[src/rtl/mtmr_pkg.sv]
package mtmr_pkg;
   localparam int unsigned REG_W       = 32;
   localparam int unsigned DIV_LSB     = 16;
   localparam int unsigned A_CTRL      = 32'h00;
   localparam int unsigned A_MATCH     = 32'h18;
   localparam int unsigned A_COUNT     = 32'h48;
   localparam int unsigned A_STAT      = 32'h60;
   localparam int unsigned A_WCTRL     = 32'h68;
   localparam int unsigned A_WLIVE_LO  = 32'h6C;
   localparam int unsigned A_WLIVE_HI  = 32'h70;
   localparam int unsigned A_WLOAD_LO  = 32'h74;
   localparam int unsigned A_WLOAD_HI  = 32'h78;
   localparam int unsigned A_WSNAP_LO  = 32'h7C;
   localparam int unsigned A_WSNAP_HI  = 32'h80;
   localparam int unsigned MAX_CHAN    = 6;

   typedef struct packed {
      logic gate;
      logic detect;
      logic run;
   } chan_en_t;

   typedef enum logic [1:0] {
      WCMD_NONE,
      WCMD_SNAP,
      WCMD_LOAD
   } wide_cmd_e;
endpackage

[src/rtl/mtmr_prescaler.sv]
module mtmr_prescaler #(
   parameter int unsigned PW = 16
) (
   input  logic          clk,
   input  logic          rst_n,
   input  logic          en,
   input  logic          restart,
   input  logic [PW-1:0] div,
   output logic          tick
);
   logic [PW-1:0] phase_q;

   if (PW < 1) begin : g_bad_pw
      $error("mtmr_prescaler: PW must be at least 1");
   end

   assign tick = en && !restart && (phase_q >= div);

   always_ff @(posedge clk) begin
      if (!rst_n) begin
         phase_q <= '0;
      end else if (!en || restart || tick) begin
         phase_q <= '0;
      end else begin
         phase_q <= phase_q + 1'b1;
      end
   end

   assert_tick_gap_R2: assert property (@(posedge clk) disable iff (!rst_n)
      (tick && div != '0) |=> (!tick || div == '0));
endmodule

[src/rtl/mtmr_channel.sv]
module mtmr_channel
   import mtmr_pkg::*;
#(
   parameter int unsigned CW = 32,
   parameter int unsigned PW = 16
) (
   input  logic          clk,
   input  logic          rst_n,
   input  logic          ctrl_we,
   input  logic [PW-1:0] ctrl_div,
   input  logic [2:0]    ctrl_en,
   input  logic          match_we,
   input  logic          cnt_we,
   input  logic [CW-1:0] wval,
   input  logic          stat_clr,
   output logic [31:0]   ctrl_rd,
   output logic [CW-1:0] match_q,
   output logic [CW-1:0] cnt_q,
   output logic          status,
   output logic          irq
);
   localparam int unsigned DIV_POS = DIV_LSB;

   chan_en_t      en_q;
   logic [PW-1:0] div_q;
   logic          tick;
   logic [CW-1:0] cnt_nxt;
   logic          hit;

   if (CW < 2 || CW > 32) begin : g_bad_cw
      $error("mtmr_channel: CW must lie in 2..32");
   end
   if (PW > 16) begin : g_bad_pw
      $error("mtmr_channel: PW must not exceed 16");
   end

   always_ff @(posedge clk) begin
      if (!rst_n) begin
         en_q  <= '0;
         div_q <= '0;
      end else if (ctrl_we) begin
         en_q  <= chan_en_t'(ctrl_en);
         div_q <= ctrl_div;
      end
   end

   assign ctrl_rd = (32'(div_q) << DIV_POS) | {29'b0, en_q};

   mtmr_prescaler #(.PW(PW)) u_div (
      .clk     (clk),
      .rst_n   (rst_n),
      .en      (en_q.run),
      .restart (cnt_we),
      .div     (div_q),
      .tick    (tick)
   );

   assign cnt_nxt = cnt_q + 1'b1;
   assign hit     = tick && en_q.detect && (cnt_nxt == match_q);

   always_ff @(posedge clk) begin
      if (!rst_n) begin
         match_q <= '0;
      end else if (match_we) begin
         match_q <= wval;
      end
   end

   always_ff @(posedge clk) begin
      if (!rst_n) begin
         cnt_q <= '0;
      end else if (cnt_we) begin
         cnt_q <= wval;
      end else if (tick) begin
         cnt_q <= cnt_nxt;
      end
   end

   always_ff @(posedge clk) begin
      if (!rst_n) begin
         status <= 1'b0;
      end else if (hit) begin
         status <= 1'b1;
      end else if (stat_clr) begin
         status <= 1'b0;
      end
   end

   assign irq = status & en_q.gate;

   assert_stop_hold_R7: assert property (@(posedge clk) disable iff (!rst_n)
      (!en_q.run && !cnt_we) |=> $stable(cnt_q));
   assert_hit_value_R4: assert property (@(posedge clk) disable iff (!rst_n)
      ($rose(status) && $stable(match_q)) |-> (cnt_q == match_q));
   assert_clear_R6: assert property (@(posedge clk) disable iff (!rst_n)
      (stat_clr && !hit) |=> !status);
endmodule

[src/rtl/mtmr_wide.sv]
module mtmr_wide
   import mtmr_pkg::*;
#(
   parameter int unsigned WW = 64,
   parameter int unsigned PW = 16
) (
   input  logic          clk,
   input  logic          rst_n,
   input  wide_cmd_e     cmd,
   input  logic [PW-1:0] div,
   input  logic [WW-1:0] load_val,
   output logic [WW-1:0] live,
   output logic [WW-1:0] snap
);
   logic run_q;
   logic tick;
   logic is_load;

   if (WW != 64) begin : g_bad_ww
      $error("mtmr_wide: WW must be 64 for the two-word map");
   end

   assign is_load = (cmd == WCMD_LOAD);

   mtmr_prescaler #(.PW(PW)) u_div (
      .clk     (clk),
      .rst_n   (rst_n),
      .en      (run_q),
      .restart (is_load),
      .div     (div),
      .tick    (tick)
   );

   always_ff @(posedge clk) begin
      if (!rst_n) begin
         live  <= '0;
         run_q <= 1'b0;
      end else if (is_load) begin
         live  <= load_val;
         run_q <= 1'b1;
      end else if (tick) begin
         live  <= live + 1'b1;
      end
   end

   always_ff @(posedge clk) begin
      if (!rst_n) begin
         snap <= '0;
      end else if (cmd == WCMD_SNAP) begin
         snap <= live;
      end
   end

   assert_snap_hold_R8: assert property (@(posedge clk) disable iff (!rst_n)
      (cmd != WCMD_SNAP) |=> $stable(snap));
   assert_snap_take_R8: assert property (@(posedge clk) disable iff (!rst_n)
      (cmd == WCMD_SNAP) |=> (snap == $past(live)));
   assert_load_R9: assert property (@(posedge clk) disable iff (!rst_n)
      is_load |=> (live == $past(load_val)));
endmodule

[src/rtl/dual_match_timer.sv]
module dual_match_timer
   import mtmr_pkg::*;
#(
   parameter int unsigned NCH    = 2,
   parameter int unsigned CW     = 32,
   parameter int unsigned PW     = 16,
   parameter int unsigned ADDR_W = 8
) (
   input  logic              clk,
   input  logic              rst_n,
   input  logic              reg_wr,
   input  logic [ADDR_W-1:0] reg_addr,
   input  logic [31:0]       reg_wdata,
   output logic [31:0]       reg_rdata,
   output logic [NCH-1:0]    irq
);
   localparam int unsigned WW = 2 * REG_W;

   logic [31:0]    addr32;
   logic [PW-1:0]  wdiv_q;
   logic [31:0]    wload_lo_q;
   logic [31:0]    wload_hi_q;
   wide_cmd_e      wcmd;
   logic [WW-1:0]  wlive;
   logic [WW-1:0]  wsnap;
   logic           wctrl_hit;

   logic [31:0]    ch_ctrl  [NCH];
   logic [CW-1:0]  ch_match [NCH];
   logic [CW-1:0]  ch_cnt   [NCH];
   logic [NCH-1:0] ch_stat;

   if (NCH < 1 || NCH > MAX_CHAN) begin : g_bad_nch
      $error("dual_match_timer: NCH must lie in 1..6");
   end
   if (ADDR_W < 8 || ADDR_W > 32) begin : g_bad_aw
      $error("dual_match_timer: ADDR_W must lie in 8..32");
   end
   if (PW < 1 || PW > 16) begin : g_bad_pw
      $error("dual_match_timer: PW must lie in 1..16");
   end

   assign addr32    = 32'(reg_addr);
   assign wctrl_hit = reg_wr && (addr32 == A_WCTRL);

   always_comb begin
      wcmd = WCMD_NONE;
      if (wctrl_hit && reg_wdata[0]) begin
         wcmd = reg_wdata[1] ? WCMD_LOAD : WCMD_SNAP;
      end
   end

   always_ff @(posedge clk) begin
      if (!rst_n) begin
         wdiv_q     <= '0;
         wload_lo_q <= '0;
         wload_hi_q <= '0;
      end else if (reg_wr) begin
         if (addr32 == A_WCTRL)   wdiv_q     <= reg_wdata[DIV_LSB +: PW];
         if (addr32 == A_WLOAD_LO) wload_lo_q <= reg_wdata;
         if (addr32 == A_WLOAD_HI) wload_hi_q <= reg_wdata;
      end
   end

   for (genvar gi = 0; gi < NCH; gi++) begin : g_chan
      logic ctrl_we, match_we, cnt_we, stat_clr;
      assign ctrl_we  = reg_wr && (addr32 == A_CTRL  + 4 * gi);
      assign match_we = reg_wr && (addr32 == A_MATCH + 4 * gi);
      assign cnt_we   = reg_wr && (addr32 == A_COUNT + 4 * gi);
      assign stat_clr = reg_wr && (addr32 == A_STAT) && reg_wdata[gi];

      mtmr_channel #(.CW(CW), .PW(PW)) u_chan (
         .clk      (clk),
         .rst_n    (rst_n),
         .ctrl_we  (ctrl_we),
         .ctrl_div (reg_wdata[DIV_LSB +: PW]),
         .ctrl_en  (reg_wdata[2:0]),
         .match_we (match_we),
         .cnt_we   (cnt_we),
         .wval     (reg_wdata[CW-1:0]),
         .stat_clr (stat_clr),
         .ctrl_rd  (ch_ctrl[gi]),
         .match_q  (ch_match[gi]),
         .cnt_q    (ch_cnt[gi]),
         .status   (ch_stat[gi]),
         .irq      (irq[gi])
      );
   end

   mtmr_wide #(.WW(WW), .PW(PW)) u_wide (
      .clk      (clk),
      .rst_n    (rst_n),
      .cmd      (wcmd),
      .div      (wdiv_q),
      .load_val ({wload_hi_q, wload_lo_q}),
      .live     (wlive),
      .snap     (wsnap)
   );

   always_comb begin
      reg_rdata = '0;
      for (int i = 0; i < NCH; i++) begin
         if (addr32 == A_CTRL  + 4 * i) reg_rdata = ch_ctrl[i];
         if (addr32 == A_MATCH + 4 * i) reg_rdata = 32'(ch_match[i]);
         if (addr32 == A_COUNT + 4 * i) reg_rdata = 32'(ch_cnt[i]);
      end
      case (addr32)
         A_STAT:     reg_rdata = 32'(ch_stat);
         A_WCTRL:    reg_rdata = 32'(wdiv_q) << DIV_LSB;
         A_WLIVE_LO: reg_rdata = wlive[31:0];
         A_WLIVE_HI: reg_rdata = wlive[63:32];
         A_WLOAD_LO: reg_rdata = wload_lo_q;
         A_WLOAD_HI: reg_rdata = wload_hi_q;
         A_WSNAP_LO: reg_rdata = wsnap[31:0];
         A_WSNAP_HI: reg_rdata = wsnap[63:32];
         default:    ;
      endcase
   end
endmodule

[config.mk]
export PLATFORM = sky130hd
export DESIGN_NAME = dual_match_timer
export DESIGN_NICKNAME = d
export VERILOG_FILES = /design/src/rtl/mtmr_pkg.sv /design/src/rtl/mtmr_prescaler.sv /design/src/rtl/mtmr_channel.sv /design/src/rtl/mtmr_wide.sv /design/src/rtl/dual_match_timer.sv
export SDC_FILE = /design/constraint.sdc
export NUM_CORES = 1
export LEC_CHECK = 0
export ABC_AREA = 0
export ABC_CLOCK_PERIOD_IN_PS = 3500
export BUFFER_PORTS_ARGS = -buffer_cell sky130_fd_sc_hd__buf_4
export CELL_PAD_IN_SITES_DETAIL_PLACEMENT = 1
export CELL_PAD_IN_SITES_GLOBAL_PLACEMENT = 1
export CORE_MARGIN = 8
export CORE_UTILIZATION = 47
export DETAILED_ROUTE_END_ITERATION = 8
export PLACE_DENSITY_LB_ADDON = 0.1
export SLEW_MARGIN = 20
export SYNTH_ARGS = -nofsm -noshare
export SYNTH_HDL_FRONTEND = slang
export SYNTH_SLANG_ARGS = --single-unit
[constraint.sdc]
create_clock -name clk -period 3.5 [get_ports clk]
set_input_delay 0.35 -clock clk [delete_from_list [all_inputs] [get_ports clk]]
set_output_delay 0.35 -clock clk [all_outputs]
set_load 0.05 [all_outputs]
## Word-level counts from Yosys, hierarchy flattened

Cells that the tools add are included.

| storage, ports and cells | value |
|---|---|
| output and inout bits | 34 |
| bits in registers | 425 |
| logic and storage cells | 118 |
| input port bits | 43 |

| operators by class | value |
|---|---|
| bitwise logic cells | 5 |
| magnitude comparators | 3 |
| $add $sub $neg | 6 |
| mux-type cells | 19 |
| reductions and logical operators | 45 |
| eq/ne operators | 17 |

Operator list:

| cell | number |
|---|---|
| $mux W32 | 10 |
| $pmux W32 S8 | 1 |
| $mux W64 | 2 |
| $eq A8 B7 Y1 const B | 9 |
| $add A32 B1 Y32 const B | 2 |
| $add A64 B1 Y64 const B | 1 |
| $eq A32 B32 Y1 | 2 |
| $or A32 B3 Y32 | 2 |
| $add A16 B1 Y16 const B | 3 |
| $ge A16 B16 Y1 | 3 |
| $logic_not A32 Y1 | 1 |
| $logic_and A1 B1 Y1 | 21 |
| $eq A8 B5 Y1 const B | 2 |
| $reduce_bool A2 Y1 | 5 |
| $eq A8 B3 Y1 const B | 1 |
| $eq A8 B8 Y1 const B | 1 |
| $logic_not A1 Y1 | 6 |
| $logic_or A1 B1 Y1 | 6 |
| $reduce_and A2 Y1 | 3 |
| $reduce_or A2 Y1 | 3 |
| $mux W1 | 4 |
| $mux W2 | 2 |
| $and A1 B1 Y1 | 2 |
| $eq A2 B1 Y1 const B | 1 |
| 2 further kinds | 2 |

## Longest topological paths before layout

Gate-level depths: netlist of run 1.

| depth | value |
|---|---|
| depth after elaboration | 10 |
| depth in mapped cells | 12 |

## By module

From an unflattened synthesis of run 1, not the netlist that was laid out.

| second synthesis, totals | value |
|---|---|
| cells, all modules | 3145 |
| area, all modules | 25495.7 um2 |

By module, submodules not included:

| module | instances | cells each | area each (um2) |
|---|---|---|---|
| mtmr_channel | 2 | 562 | 4855.9 |
| dual_match_timer | 1 | 867 | 6506.2 |
| mtmr_wide | 1 | 758 | 5884.4 |
| mtmr_prescaler | 3 | 132 | 1131.1 |

## Least setup slack after synthesis of run 1

OpenSTA, ideal clock, no wires.

| timing path | value |
|---|---|
| path type | input to output |
| start point | in reg_addr[1] |
| end point | out reg_rdata[15] |
| cell stages on the path | 7 |
| path buffers | 3 |
| setup slack | 302 ps |
| arrival | 2848 ps |
| cell sequence | or4_1 > clkbuf_1 > nor2_1 > clkbuf_1 > clkbuf_1 > a22oi_1 > a31oi_1 |

| between the ends | value |
|---|---|
| cells in the longest elaborated chain, start to end | 8 |

Ends and longest elaborated chain:

| what | RTL line | source |
|---|---|---|
| start, declared | dual_match_timer.sv:12 | `input logic [ADDR_W-1:0] reg_addr,` |
| $logic_not A32 Y1 | dual_match_timer.sv:103 | `if (addr32 == A_CTRL + 4 * i) reg_rdata = ch_ctrl[i];` |
| $mux W32 | dual_match_timer.sv:103 |  |
| $mux W32 | dual_match_timer.sv:104 | `if (addr32 == A_MATCH + 4 * i) reg_rdata = 32'(ch_match[i]);` |
| $mux W32 | dual_match_timer.sv:105 | `if (addr32 == A_COUNT + 4 * i) reg_rdata = 32'(ch_cnt[i]);` |
| $mux W32 | dual_match_timer.sv:103 |  |
| $mux W32 | dual_match_timer.sv:104 |  |
| $mux W32 | dual_match_timer.sv:105 |  |
| $pmux W32 S8 * | dual_match_timer.sv:107 | `case (addr32)` |
| end, declared | dual_match_timer.sv:14 | `output logic [31:0] reg_rdata,` |

Mark *: on every way between the ends. The rest lies on a longest branch, timed or not.

## Worst setup path after layout of run 1

| timing path | value |
|---|---|
| start point | in reg_addr[4] |
| end point | out reg_rdata[14] |

The elaborated chain is that of the path after synthesis.

==> results of run 1 <==
## layer usage
metal / part of all wire [%] / up-vias
met5: 0 / -
met4: 4.4 / 0
met3: 8.5 / 267
met2: 46 / 1138
met1: 41 / 12400
li1: - / 11100
## cells in the final DEF (no fill, tap or decap), types with 54 or more instances in the layout
cell type and n:
nand2_1 638, a21oi_1 438, dfxtp_1 425, nor2_1 197, buf_4 169, xnor2_1 129, o21ai_0 123, nand3_1 111
inv_1 79, nand4_1 78, xor2_1 64, ha_1 54
## critical path, stage by stage
cell and delay (ns):
buf_4 0.16, or4b_2 0.72, nor2_2 0.62, a222oi_1 0.24, nand2_1 0.16, nor2_1 0.10
a31oi_1 0.32, buf_4 0.26
## power breakdown
part           switching, mW  leakage, nW  total (mW)  internal [mW]
sequential           0.00666         3.42        4.85           4.84
clock                   2.25        0.901        5.80           3.55
combinational          0.274         4.52       0.352         0.0776
## cells by family after synthesis
kind of cell             after synthesis  share of synthesized area [%]
AO/OA/AOI/OAI                        888                           23.5
multiplexers                           5                          0.219
XOR/XNOR                             193                           7.23
buffers and inverters                348                           5.85
AND/OR/NAND/NOR                     1237                           23.9
adder cells (fa/ha/maj)               54                           2.89
flip-flops                           425                           36.4
## through the flow
step | std cells | power (mW)
3_3_place_gp | 3732 | 5.29
5_1_grt | 3824 | 11.2
2_1_floorplan | 3150 | 5.11
6_report | 3824 | 11.0
3_5_place_dp | 3732 | 5.29
4_1_cts | 3824 | 11.0
## registers in the layout, indices dropped and copies added, names as in the netlist
| register | count |
|---|---|
| wload_hi_q | 32 |
| g_chan.u_chan.u_div.phase_q | 32 |
| wdiv_q | 16 |
| u_wide.live | 64 |
| g_chan.u_chan.en_q | 6 |
| u_wide.u_div.phase_q | 16 |
| g_chan.u_chan.div_q | 32 |
| g_chan.u_chan.cnt_q | 64 |
| u_wide.snap | 64 |
| u_wide.run_q | 1 |
| g_chan.u_chan.status | 2 |
| wload_lo_q | 32 |
| g_chan.u_chan.match_q | 64 |
## worst paths after layout
path,startpoint,slack [ns],to
max,reg_addr[4],0.21,reg_rdata[14]
min,reg_wdata[7],0.06,wload_hi_q[7]$_SDFFE_PN0P_
max reg2reg,g_chan[0].u_chan.cnt_q[0]$_SDFFE_PN0P_,0.23,g_chan[0].u_chan.status$_SDFFE_PN0P_
min reg2reg,u_wide.snap[15]$_SDFFE_PN0N_,0.45,u_wide.snap[15]$_SDFFE_PN0N_
## cell type report
class                      instances  area (um^2)
clock buffer                      68         1450
clock inverter                    24          349
fill                            6151        22400
inverter                          81          312
multi-input combinational       2377        13600
sequential                       425         8510
tap                              664          831
timing repair buffer             185         1590
==> flow_metrics.tcl, run 1 <==
set metrics [dict create \
    clkSlewWorstSetupHoldPaths_ns 0.06 \
    antenna_left 0 \
    number_of_enable_flip_flop_cells_after_synthesis 0 \
    diodes 0 \
    fraction_of_layout_cells_with_a_size_suffix_above_1_pct 10.5 \
    status "completed" \
    critPathRequiredTime_ns 3.15 \
    postRouteWirelength_um 99700 \
    global_route.usage.met3_pct 6.58 \
    initial_core_util_pct 47.7 \
    vdd.ir_drop.worst_v 0.000376 \
    finalWorstSetupSlack_ns 0.207 \
    cts.repair.resized 0 \
    final_net_count 3217 \
    clock_tree.buffer_depth 3 \
    globalRouteOverflowTotal 0 \
    syn_avg_cell_area_um2 7.42 \
    dpl-instance-area_um2 24800 \
    floorplan.core_area_um2 49100 \
    cap_viol_max_count 0 \
    grt_pass1_vias 25000 \
    powerDensity_nw_per_um2 413 \
    synth_net_count 3247 \
    end_kind "output port" \
    worst_clock_skew_ns 0.0177 \
    post-route-util_pct 54.3 \
    worst_setup_path_start_kind "input pin" \
    place.port_buffers 76 \
    layout_min_cycle_time_ns 3.29 \
    timing.setup.critical_path_class "input pin to output port" \
    detailedPlacementHpwl_um 69700 \
    synth.top_cells.by_count "nand2_1, a21oi_1, dfxtp_1" \
    die-width_um 239 \
    viasPerCell 6.49 \
    detail_route.wl_per_cell_um 26.1 \
    post-synth-top-area-fraction_pct 36.4 \
    h-tree-depth 2 \
    synth-async-reset-ratio_pct 0 \
    achievable_freq_mhz 304 \
    finish.instance_area_um2 26600 \
    met1_global_route_usage_pct 43.8 \
    synthToLayoutAreaGrowth_pct 13.9 \
    first_pass_grt_wire_length_um 152000 \
    worst-endpoint-arrival_ns 2.94 \
    busiest_layer "met2" \
    slew-limit-headroom_pct 35.7 \
    synth_warnings 0 \
    maximum_number_of_pins_on_one_net_before_global_route_repair 103 \
    number_of_antenna_violations_at_the_first_check_in_global_routing 0 \
    numClockSinks 425 \
    placement_rows 81 \
    hold-path-cell-count 3 \
    synth_most_common_cell "nand2_1" \
    synthCells 3150 \
    grt_util_all_layers_pct 33.9 \
    max_slew.worst_pin.slew_ns 0.964 \
    tritoncts "yes" \
    ys_top_cells_by_area "dfxtp_1, nand2_1, a21oi_1" \
    clk_root_buffer_cell "clkbuf_16" \
    path_max_fanout 14 \
    power_leakage_nw 8.84 \
    final_min_period_over_clock_period_pct 94.1 \
    finalHoldViolCount 0 \
    cts_made_buffers 50 \
    rr_worst_depth 9 \
    worst_hold_path_type "input pin to register" \
    gr-usage-met2_pct 54.9 \
    ys_seq_area_share_pct 36.4 \
    io_pins 77 \
    gp_congestion 0.957 \
    cts_post_setup_buffers_inserted 0 \
    pre_cts_ws_ns 0.176 \
    tns_ns 0 \
    prevailing_post_synth_register_cell "dfxtp_1" \
    unrepaired_setup_endpoints_after_global_routing "no" \
    drcViolationCount 0 \
    whs_ns 0.0599 \
    die_area_um2 57200 \
    cts_hold_repair.buffers 0 \
    synth_cell_types 76 \
    summed_instance_area_of_the_synthesized_netlist_um2 23400 \
    drt_pre_antenna_iters 8 \
    die_y_um 239 \
    vias 24800 \
    drt-initial-drc-count 2580 \
    worst_skew_pair.late_latency_ns 0.61 \
    setup-violations-final 0 \
    synth_largest_area_cell "dfxtp_1" \
    finalMaxSlewViolations 0 \
    postSynthRegisterBits 425 \
]
Note: power is estimated with default switching activity, not from simulation.
==> run 2, diff against run 1 <==
--- a/config.mk
+++ b/config.mk
@@ -11,10 +11,11 @@
 export CELL_PAD_IN_SITES_DETAIL_PLACEMENT = 1
 export CELL_PAD_IN_SITES_GLOBAL_PLACEMENT = 1
 export CORE_MARGIN = 8
-export CORE_UTILIZATION = 47
+export CORE_UTILIZATION = 48
 export DETAILED_ROUTE_END_ITERATION = 8
 export PLACE_DENSITY_LB_ADDON = 0.1
 export SLEW_MARGIN = 20
 export SYNTH_ARGS = -nofsm -noshare
 export SYNTH_HDL_FRONTEND = slang
+export SYNTH_HIERARCHICAL = 1
 export SYNTH_SLANG_ARGS = --single-unit
==> run 2 against run 1 <==
Compared with the run above:
- die area up 6.3%
- first-iteration DRC count shrank 9.6%
- wire length up 7.8%
- sequential power about the same
- setup slack got worse by 0.16 ns
- combinational power is 42% higher
- maximum frequency shrank 4.7%
- design area rose by 10%
- largest power group unchanged
==> flow_metrics.tcl, run 2 <==
set metrics [dict create \
    worst_setup_path_start_kind "register" \
    viasPerCell 6.37 \
    syn_avg_cell_area_um2 8.11 \
    cap_viol_max_count 0 \
    grt_util_all_layers_pct 34.2 \
    status "completed" \
    worst_skew_pair.late_latency_ns 0.61 \
    comb_power_share_pct 4.6 \
    synth_largest_area_cell "dfxtp_1" \
    layout_min_cycle_time_ns 3.45 \
    ys_seq_area_share_pct 33.4 \
    end_kind "register" \
    unrepaired_setup_endpoints_after_global_routing "yes" \
    final_net_count 3334 \
    initial_core_util_pct 48.5 \
    post-synth-top-area-fraction_pct 33.4 \
    detail_route.wl_per_cell_um 27.1 \
    vias 25300 \
    hold_end "g_chan[1].u_chan/match_q[1]$_SDFFE_PN0P_" \
    vdd.ir_drop.worst_v 0.000357 \
    postRouteWirelength_um 107000 \
    post_synth_and_or_nand_nor_area_fraction_pct 26.2 \
    clkPwrFrac_pct 50.4 \
    synthCells 3145 \
    die-width_um 246 \
    dpl-instance-area_um2 27500 \
    synth_warnings 6 \
    ys_top_cells_by_area "dfxtp_1, nand2_1, mux2i_1" \
    cts_made_buffers 51 \
    slew-limit-headroom_pct 26.2 \
    place.port_buffers 76 \
    worst_clock_skew_ns 0.0125 \
    timing.setup.critical_path_class "register to register" \
    die_y_um 246 \
    drt-initial-drc-count 2332 \
    drt_pre_antenna_iters 5 \
    number_of_antenna_violations_at_the_first_check_in_global_routing 4 \
    maximum_number_of_pins_on_one_net_before_global_route_repair 77 \
    path_max_fanout 2 \
    finalHoldViolCount 0 \
    h-tree-depth 2 \
    worst-endpoint-arrival_ns 4.00 \
    critPathRequiredTime_ns 4.04 \
    max_slew.worst_pin.slew_ns 1.10 \
    intPower_mw 8.17 \
    io_pins 77 \
    worst_hold_path_type "input pin to register" \
    gp_congestion 1.01 \
    placement_rows 84 \
    worstHoldStart "rst_n" \
    numClockSinks 425 \
    number_of_enable_flip_flop_cells_after_synthesis 0 \
    floorplan.core_area_um2 52600 \
    crit-reg2reg-capture "g_chan[1].u_chan/status$_SDFFE_PN0P_" \
    synth_compound_gate_area_share_pct 17.6 \
    clk_root_buffer_cell "clkbuf_16" \
    hold-path-cell-count 2 \
    die_area_um2 60700 \
    synth.top_cells.by_count "nand2_1, dfxtp_1, o21ai_0" \
    postSynthRegisterBits 425 \
    fraction_of_layout_cells_with_a_size_suffix_above_1_pct 15.2 \
    powerDensity_nw_per_um2 368 \
    synth_top_family_by_area "simple AND/OR/NAND/NOR gates" \
    synth-async-reset-ratio_pct 0 \
    final_common_cell "nand2_1" \
    leading_cell_types_in_the_layout_fill_and_taps_excluded "nand2_1, dfxtp_1, buf_4, o21ai_0, a21oi_1" \
    clock_tree.buffer_depth 3 \
    synth_most_common_cell "nand2_1" \
    prevailing_post_synth_register_cell "dfxtp_1" \
    antenna_left 0 \
    cts_hold_repair.buffers 0 \
    finalMaxSlewViolations 0 \
    cp_slowest_stage_delay_ns 0.52 \
    crit_path_cell_trace "inv_1 -> ha_4 -> nand4_1 -> nor3_2 -> and4bb_1 -> o21ba_4 -> and3_1 -> nand3_1 -> a311o_1 -> a211oi_2 -> nand4_1 -> or4_1 -> or4_1 -> o21ai_1" \
    reg2reg_slack_ns 0.05 \
    synthToLayoutAreaGrowth_pct 15.1 \
    synthMuxAreaShare_pct 7.08 \
    yosys.area_share.xor_xnor_pct 7.32 \
    summed_instance_area_of_the_synthesized_netlist_um2 25500 \
    achievable_freq_mhz 289 \
    worst_path_max_delay_cell "or4_1" \
    drcViolationCount 0 \
    power_switching_share_pct 24.3 \
    first_pass_grt_wire_length_um 161000 \
    post_synth_fa_ha_maj_area_fraction_pct 2.65 \
    reg2reg_from "g_chan[1].u_chan/div_q[14]$_SDFFE_PN0P_" \
    post-route-util_pct 55.9 \
    switchingPower_mw 2.62 \
    globalRouteOverflowTotal 0 \
    grt_pass1_vias 25600 \
    tritoncts "yes" \
    detailedPlacementHpwl_um 76200 \
    pwr-share-seq_pct 44.9 \
    setup-violations-final 0 \
    finish.instance_area_um2 29400 \
    rr_worst_depth 14 \
    clkSlewWorstSetupHoldPaths_ns 0.06 \
    power_leakage_nw 9.93 \
    synth_cell_types 86 \
    final_min_period_over_clock_period_pct 98.7 \
]
[run 2: cell types whose count changed after synthesis, sizes merged, moves of 46 or more]
cell    previous run  this run
mux2i              4       123
buf               46       117
a21oi            438       155
and2              14        79
o21ai            127       184
nand2            639       489
nor2             208       162
a21boi             4        80
clkbuf           221       135
nor2b              6       113
[run 2: area by class of cell]
class	count	area, um^2
Fill cell	6255	23200
Multi-Input combinational cell	2419	15900
Sequential cell	425	8520
Timing Repair Buffer	267	2120
Clock buffer	78	1510
Tap cell	688	861
Inverter	73	274
Clock inverter	16	166
Antenna cell	2	5.00
[run 2: worst max-delay path by stage]
stage | startpoint | end | slack (ns) | cells past startpoint
floorplan | reg_addr[6] | u_wide/live[61]$_SDFFE_PN0P_ | -0.51 | 20
CTS | g_chan[0].u_chan/div_q[15]$_SDFFE_PN0P_ | g_chan[0].u_chan/status$_SDFFE_PN0P_ | -0.02 | 14
detailed placement | reg_addr[1] | u_wide/live[57]$_SDFFE_PN0P_ | -0.28 | 14
global route | g_chan[1].u_chan/div_q[8]$_SDFFE_PN0P_ | g_chan[1].u_chan/status$_SDFFE_PN0P_ | -0.09 | 14
global placement | reg_addr[6] | u_wide/live[63]$_SDFFE_PN0P_ | -0.19 | 14
finish | g_chan[1].u_chan/div_q[14]$_SDFFE_PN0P_ | g_chan[1].u_chan/status$_SDFFE_PN0P_ | 0.05 | 14
[run 2: metal layers]
| metal | vias up | part of all wire (%) | GRT usage (%) |
|---|---|---|---|
| li1 | 11300 | - | - |
| met1 | 12700 | 42 | 44.4 |
| met2 | 1008 | 47 | 56.3 |
| met3 | 247 | 7.3 | 5.66 |
| met4 | 0 | 4.2 | 13.4 |
| met5 | - | 0 | 0 |
[run 2: critical path, delay by kind of cell, from the launching register on]
| family | cells | cell delay, ns |
|---|---|---|
| flops | 1 | 0.33 |
| buf+inv | 1 | 0.07 |
| simple gates | 8 | 1.98 |
| fa+ha+maj | 1 | 0.27 |
| compound gates | 4 | 0.75 |
[run 2: cell families after synthesis]
logic type | after synthesis
multiplexers | 153
adder cells (fa/ha/maj) | 54
AND/OR/NAND/NOR | 1285
buffers and inverters | 325
AO/OA/AOI/OAI | 688
XOR/XNOR | 213
other | 2
flip-flops | 425
[run 2: through the flow]
stage / std cells / power, mW / hold WS, ns / TNS [ns] / setup WS (ns)
4_1_cts: 3963 / 10.8 / 0.0275 / -0.0244 / -0.0244
3_3_place_gp: 3869 / 5.43 / 0.438 / -0.624 / -0.189
3_5_place_dp: 3869 / 5.44 / 0.447 / -1.09 / -0.281
5_1_grt: 3966 / 11.0 / 0.0404 / -0.175 / -0.0927
6_report: 3968 / 10.8 / 0.0598 / 0 / 0.0454
2_1_floorplan: 3169 / 5.19 / 0.433 / -3.42 / -0.513
[run 2: power groups by stage]
stage          registers (mW)  logic, mW  clock network [mW]
3_5_place_dp             4.95      0.483                   0
5_1_grt                  4.85      0.512                5.69
6_report                 4.85      0.500                5.44
3_3_place_gp             4.95      0.475                   0
4_1_cts                  4.85      0.484                5.49
2_1_floorplan            4.95      0.241                   0
[run 2: repair_timing]
action | in CTS | in global routing
gates resized for setup | 4 | 35
setup endpoints to repair | 5 | 13
cloned | 0 | 0
buffers inserted | 0 | 3
pin swaps | 3 | 21
